File: config.mk
export PLATFORM = sky130hd
export DESIGN_NAME = fsm_rom_seq
export DESIGN_NICKNAME = d
export VERILOG_FILES = /design/src/rtl/fsm_rom_pkg.sv /design/src/rtl/fsm_rom_addr.sv /design/src/rtl/fsm_rom_table.sv /design/src/rtl/fsm_rom_seq.sv
export SDC_FILE = /design/constraint.sdc
export NUM_CORES = 1
export LEC_CHECK = 0
export BUFFER_PORTS_ARGS = -buffer_cell sky130_fd_sc_hd__buf_2
export CAP_MARGIN = 20
export CELL_PAD_IN_SITES_DETAIL_PLACEMENT = 0
export CELL_PAD_IN_SITES_GLOBAL_PLACEMENT = 1
export CORE_MARGIN = 8
export CORE_UTILIZATION = 25
export CTS_BUF_LIST = sky130_fd_sc_hd__clkbuf_4 sky130_fd_sc_hd__clkbuf_8 sky130_fd_sc_hd__clkbuf_16
export DETAILED_ROUTE_END_ITERATION = 8
export PLACE_DENSITY_LB_ADDON = 0.1
export SLEW_MARGIN = 5
export SYNTH_ARGS = -nofsm -noshare
export SYNTH_HDL_FRONTEND = slang
export SYNTH_HIERARCHICAL = 1
export SYNTH_SLANG_ARGS = --single-unit
File: constraint.sdc
create_clock -name clk -period 1.9 [get_ports clk]
set_input_delay 0.285 -clock clk [delete_from_list [all_inputs] [get_ports clk]]
set_output_delay 0.285 -clock clk [all_outputs]
set_load 0.005 [all_outputs]
File: src/rtl/fsm_rom_pkg.sv
package fsm_rom_pkg;

   // Table rule for one (state, condition) pair.
   // Returned word: next state in the upper bits, free outputs in the low OB bits.
   function automatic logic [31:0] fsm_entry(input int s, input int c, input int sb,
                                             input int ib, input int ob, input int live);
      int park;
      int cmax;
      int nxt;
      int o;
      park = (1 << sb) - 1;
      cmax = (1 << ib) - 1;
      if (s == park) begin
         nxt = 0;
         o   = (1 << ob) - 1;
      end else if (s >= live) begin
         nxt = 0;
         o   = 0;
      end else if (c == cmax) begin
         nxt = 0;
         o   = 0;
      end else if (c == cmax - 1) begin
         nxt = park;
         o   = 0;
      end else begin
         nxt = (s + c + 1) % live;
         o   = (s ^ c) & ((1 << ob) - 1);
      end
      return 32'((nxt << ob) | o);
   endfunction

endpackage

File: src/rtl/fsm_rom_addr.sv
module fsm_rom_addr #(
   parameter int STATE_BITS = 5,
   parameter int IN_BITS    = 4,
   localparam int ADDR_W    = STATE_BITS + IN_BITS
) (
   input  logic [STATE_BITS-1:0] state_i,
   input  logic [IN_BITS-1:0]    cond_i,
   output logic [ADDR_W-1:0]     addr_o
);

   // State in the high bits, conditions in the low bits.
   assign addr_o = {state_i, cond_i};

endmodule

File: src/rtl/fsm_rom_table.sv
module fsm_rom_table #(
   parameter int STATE_BITS  = 5,
   parameter int IN_BITS     = 4,
   parameter int OUT_BITS    = 3,
   parameter int LIVE_STATES = 24,
   parameter int ROM_STYLE   = 0,
   localparam int ADDR_W     = STATE_BITS + IN_BITS,
   localparam int WORD_W     = STATE_BITS + OUT_BITS
) (
   input  logic              clk,
   input  logic              rst,
   input  logic [ADDR_W-1:0] addr_i,
   output logic [WORD_W-1:0] word_q
);
   import fsm_rom_pkg::*;

   localparam int DEPTH = 1 << ADDR_W;

   typedef logic [WORD_W-1:0] rom_t [DEPTH];

   function automatic rom_t build_rom();
      rom_t t;
      for (int a = 0; a < DEPTH; a++) begin
         t[a] = WORD_W'(fsm_entry(a >> IN_BITS, a & ((1 << IN_BITS) - 1),
                                  STATE_BITS, IN_BITS, OUT_BITS, LIVE_STATES));
      end
      return t;
   endfunction

   logic [WORD_W-1:0] rd_word;

   generate
      if (ROM_STYLE == 0) begin : g_array
         localparam rom_t ROM = build_rom();
         assign rd_word = ROM[addr_i];
      end else begin : g_calc
         assign rd_word = WORD_W'(fsm_entry(int'(addr_i[ADDR_W-1:IN_BITS]),
                                            int'(addr_i[IN_BITS-1:0]),
                                            STATE_BITS, IN_BITS, OUT_BITS, LIVE_STATES));
      end
   endgenerate

   // Synchronous read; the registered word is the machine's state.
   always_ff @(posedge clk) begin
      if (rst) word_q <= '0;
      else     word_q <= rd_word;
   end

endmodule

File: src/rtl/fsm_rom_seq.sv
module fsm_rom_seq #(
   parameter int STATE_BITS  = 5,
   parameter int IN_BITS     = 4,
   parameter int OUT_BITS    = 3,
   parameter int LIVE_STATES = 24,
   parameter int ROM_STYLE   = 0
) (
   input  logic                  clk,
   input  logic                  rst,
   input  logic [IN_BITS-1:0]    cond_i,
   output logic [STATE_BITS-1:0] state_o,
   output logic [OUT_BITS-1:0]   out_o
);

   localparam int ADDR_W = STATE_BITS + IN_BITS;
   localparam int WORD_W = STATE_BITS + OUT_BITS;
   localparam int PARK   = (1 << STATE_BITS) - 1;
   localparam int CMAX   = (1 << IN_BITS) - 1;

   generate
      if (IN_BITS < 2) begin : g_bad_in
         $error("IN_BITS must be at least 2");
      end
      if (OUT_BITS < 1) begin : g_bad_out
         $error("OUT_BITS must be at least 1");
      end
      if (WORD_W > 32) begin : g_bad_word
         $error("STATE_BITS + OUT_BITS must not exceed 32");
      end
      if (LIVE_STATES < 1 || LIVE_STATES > PARK) begin : g_bad_live
         $error("LIVE_STATES must lie in 1 .. 2**STATE_BITS-1");
      end
      if (ROM_STYLE != 0 && ROM_STYLE != 1) begin : g_bad_style
         $error("ROM_STYLE must be 0 or 1");
      end
   endgenerate

   logic [ADDR_W-1:0] addr;
   logic [WORD_W-1:0] word_q;

   fsm_rom_addr #(
      .STATE_BITS(STATE_BITS),
      .IN_BITS   (IN_BITS)
   ) i_addr (
      .state_i(state_o),
      .cond_i (cond_i),
      .addr_o (addr)
   );

   fsm_rom_table #(
      .STATE_BITS (STATE_BITS),
      .IN_BITS    (IN_BITS),
      .OUT_BITS   (OUT_BITS),
      .LIVE_STATES(LIVE_STATES),
      .ROM_STYLE  (ROM_STYLE)
   ) i_table (
      .clk   (clk),
      .rst   (rst),
      .addr_i(addr),
      .word_q(word_q)
   );

   assign state_o = word_q[WORD_W-1:OUT_BITS];
   assign out_o   = word_q[OUT_BITS-1:0];

   AST_RESET_ZERO: assert property (@(posedge clk)
      rst |=> (state_o == '0 && out_o == '0));

   AST_NO_DEAD_CODE: assert property (@(posedge clk) disable iff (rst)
      (int'(state_o) < LIVE_STATES || int'(state_o) == PARK));

   AST_STEP_RULE: assert property (@(posedge clk) disable iff (rst)
      (int'(state_o) < LIVE_STATES && int'(cond_i) < CMAX - 1) |=>
      (int'(state_o) == (int'($past(state_o)) + int'($past(cond_i)) + 1) % LIVE_STATES));

   AST_ABORT_ZERO: assert property (@(posedge clk) disable iff (rst)
      (int'(state_o) < LIVE_STATES && int'(cond_i) == CMAX) |=>
      (state_o == '0 && out_o == '0));

   AST_PARK_ENTRY: assert property (@(posedge clk) disable iff (rst)
      (int'(state_o) < LIVE_STATES && int'(cond_i) == CMAX - 1) |=>
      (int'(state_o) == PARK));

   AST_PARK_EXIT: assert property (@(posedge clk) disable iff (rst)
      (int'(state_o) == PARK) |=> (state_o == '0 && out_o == '1));

endmodule

Word level (Yosys, flattened, before mapping)
Memories as Yosys holds them, arrays and structs flattened. A register that Yosys moved wholly into a read port is not among the register bits.
Index checks and enable logic that the tools add are counted.
{ "op_classes": {"n_bitwise": 1} }
{ "op_table": {"columns": ["op", "count"], "rows": [
  ["9-bit NOT with 10-bit output", 1]
]} }
{ "totals": {"ff_bits": 0, "romBits": 4096, "inputBits": 6, "out_inout_bits": 8, "wordCells": 2, "mem_count": 1} }
{ "memory_table": {"columns": ["memory", "depth", "word_bits", "read_ports", "rd_ports_with_merged_regs", "wr", "line_no", "source"], "rows": [
  ["(name not given)", 512, 8, 1, 1, 0, "fsm_rom_table.sv:35", "assign rd_word = ROM[addr_i];"]
]} }

Longest topological paths before layout
{ "logic_depth": {"word_depth": 1, "mapped_depth": 9} }

By module
Netlist, hierarchy kept.
{ "modules_own_cells": {"columns": ["mod", "n_inst", "cells_per_inst", "area_per_inst_um2", "seq_area_each_um2"], "rows": [
  ["fsm_rom_table", 1, 147, 1086.0, 160.2],
  ["fsm_rom_addr", 1, 9, 67.6, 0.0]
]} }

Worst setup path after synthesis
No wires, ideal clock.
{ "synth_timing": {"path_kind": "input -> register", "startpoint": "input cond_i[0]", "endpoint": "register i_table.word_q[7]", "setup_time_ns": 0.122, "arrival_ns": 1.854, "path_slack_ns": -0.076, "cell_stages": 7, "n_path_buf": 1, "cell_sequence": "buf_4 > ha_1 > or3_1 > a211oi_2 > nor4_1 > a311o_1 > a311o_1"} }
{ "synth_via": {"elab_chain_cells": 1} }
{ "synth_lines": {"columns": ["item", "line_no", "source"], "rows": [
  ["start: declaration", "fsm_rom_seq.sv:10", "input logic [IN_BITS-1:0] cond_i,"],
  ["9-bit NOT with 10-bit output (not written as such)", "fsm_rom_table.sv:35", null],
  ["end: declaration", "fsm_rom_table.sv:13", "output logic [WORD_W-1:0] word_q"]
]} }
Every way passes these cells.

Worst setup path in the final report
{ "layout_timing": {"startpoint": "register i_table.word_q[3]", "endpoint": "register i_table.word_q[7]"} }
{ "layout_via": {"elab_chain_cells": 1} }
{ "layout_lines": {"columns": ["item", "line_no"], "rows": [
  ["9-bit NOT with 10-bit output (not written as such)", "fsm_rom_table.sv:35"]
]} }
Every way passes these cells.

==> reports/qor.csv <==
stage,metric,value,unit
run_status,status,"complete, no violations",
worst_hold_path,whs_path_depth,2,
timing,fin_skew,1.04,ps
routing,drc,0,
global_routing,grt_max_degree,16,
timing,fin_crit,1830,ps
clocking,root_buffer,clkbuf_8,
floorplanning,die-area,0.00704,sq mm
clocking,cts_tree,yes,
synth,syn_inst,156,
timing,finalSetupViolCount,0,
cells_and_area,nets,204,
timing,tightestPinTransition,401,ps
cells_and_area,postLayoutCellArea,0.00147,sq mm
clocking,worstSkewPairLatency,230,ps
timing,max_freq,0.548,GHz
placed_design,portBuffers,13,
global_routing,grt_pass1_wl,6.39,mm
worst_hold_path,hold_path_class,input port to flip-flop,
floorplanning,start_util,26.1,%
timing,rsz0062_at_grt,false,
synth,syn_area,0.00115,sq mm
floorplanning,rows,24,
routing,viasPerCell,5.12,
placed_design,place_area,0.00142,sq mm
timing,slew_violations,0,
synth,synth_cell_types,52,
timing,relSlewSlack,72.6,%
global_routing,grt_pass1_vias,1194,
synth,syn_nets,172,
routing,routed_wl,3.79,mm
flow_run,drv_cap,0,
routing,dr.first_iter.drc_count,95,
setup_path,cp_max_fo,5,
synth,seq_area_frac_synth,13.9,%
cells_and_area,diodes,0,
power_and_ir_drop,leakagePower,0.000647,uW
global_routing,grt_usage,11.0,%
floorplanning,core-area,0.00441,sq mm
cells_and_area,syn2layout_area_growth,27.1,%
floorplanning,ioPinCount,14,
synth,ys_ff_latch,8,
setup_path,r2r_setup_slack,70,ps
global_routing,gr-total-overflow,0,
setup_path,critPathLaunchType,flip-flop,
power_and_ir_drop,irDropWorstVdd,0.279,mV
clocking,post_cts_buffers,0,
placed_design,dpl.hpwl,3.08,mm
routing,wl_per_cell,15.9,um
synth,synthArstFlopShare,0,%
power_and_ir_drop,pwr_density_cell,672,mW/mm^2
cells_and_area,final_cell_count_no_fill,238,
cells_and_area,drive_above_1_share,33.3,%
synth,yosysWarnings,6,
floorplanning,die_y,83.9,um
global_routing,antenna_found_initial,0,
setup_path,critPathArrivalTime,1940,ps
setup_path,cp-end-kind,flip-flop,
placed_design,dpl.cell_count,235,
cells_and_area,mostFrequentLayoutCells,"buf_4, nor2_1, nand2_1, buf_2, a21oi_1",
placed_design,gp_congestion,0.846,
clocking,clk_pin_slew,40,ps
routing,antenna_left,0,
synth,avgSynthCellArea,7.39,sq um
setup_path,reg2reg_depth,5,
routing,via_count,1218,
synth,synth_flop_cell,dfxtp_1,
setup_path,setup.worst_path.class,flip-flop to flip-flop,
cells_and_area,largest_registers,i_table/word_q x8,
cells_and_area,largest_reg_flops,8,
cells_and_area,final_common_cell,buf_4,
clocking,htree_num_levels,1,
clocking,cts.repair.resized,0,
setup_path,worstPathRequired,2020,ps
clocking,clockBufferDepth,2,
timing,finalHoldViolCount,0,
clocking,cts.sinks,8,
routing,first_pass_iters,4,
cells_and_area,regMostFlops,i_table/word_q,
clocking,postCtsHoldBufs,0,
clocking,cts_made_buffers,3,
timing,finalCritPeriodShare,96.1,%
synth,synth_edf_count,0,
floorplanning,fp.dieW,83.9,um
## final timing paths
check / from / endpoint
max: i_table/word_q[3] / i_table/word_q[7]
min: rst / i_table/word_q[0]
max reg2reg: i_table/word_q[3] / i_table/word_q[7]
min reg2reg: i_table/word_q[6] / i_table/word_q[7]
## cell families (layout without fill, tap and decap cells)
family                     after synthesis  in the layout  synth area share (%)
and+or+nand+nor                         61             61                  28.9
AOI/OAI and AO/OA                       47             47                  30.3
buffers and inverters                   27             57                  13.7
adders and majority gates               10             10                  10.8
DFF                                      8              8                  13.9
muxes                                    2              2                  1.74
xor gates and xnor gates                 1              1                 0.759
## synth_stat cells (2+ instances only)
cell | count | share of area [%]
nor2_1 | 14 | 4.6
nand2_1 | 13 | 4.2
a21oi_1 | 10 | 4.3
buf_4 | 10 | 6.5
ha_1 | 10 | 11
dfxtp_1 | 8 | 14
inv_1 | 8 | 2.6
nand2b_1 | 8 | 4.3
buf_2 | 6 | 2.6
o21ai_0 | 6 | 2.6
a211oi_1 | 5 | 3.3
a311o_1 | 5 | 4.3
nor3_1 | 4 | 1.7
o211ai_1 | 3 | 2.0
a311oi_1 | 2 | 1.5
mux2i_1 | 2 | 1.7
nand3_1 | 2 | 0.87
nand4_1 | 2 | 1.1
nor4_1 | 2 | 1.1
o22ai_1 | 2 | 1.1
o311ai_0 | 2 | 1.5
o41ai_1 | 2 | 1.5
## where the power goes
part	switching [uW]	internal (uW)
Combinational	260	249
Sequential	57.3	209
Clock	71.5	138
Total	389	596
## metal layers
layer	share of wire, %	GRT usage [%]	vias to the layer above
met5	0	0	-
met4	0.45	1.41	0
met3	2.0	2.15	2
met2	49	18.4	11
met1	49	14.4	577
li1	-	-	628
## worst max-delay path, stage by stage, from the launching register on
cell and delay [ps]:
dfxtp_1 350, or3_1 380, a211oi_2 220, nor4_1 80, a311o_1 370, a311o_1 310
## layout make-up
type,instances,area (sq um)
sequential,8,160
clock buffer,3,41.3
inverter,8,30.0
tap,52,65.1
fill,479,2950
timing repair buffer,46,313
multi-input combinational,121,857
## stage by stage
stage                     utilization, %  total power, uW  hold slack (ps)  setup WS, ps  setup TNS [ps]
after CTS                           33.2              996              338          60.6               0
after global routing                33.2             1080              352          16.5               0
after floorplan                        -              610              524          5.51               0
after detailed placement            32.2              781              583          -177            -234
final                               33.2              985              342          73.7               0
after global placement              32.2              791              576          -189            -259
(Power assumes the default switching activity.)
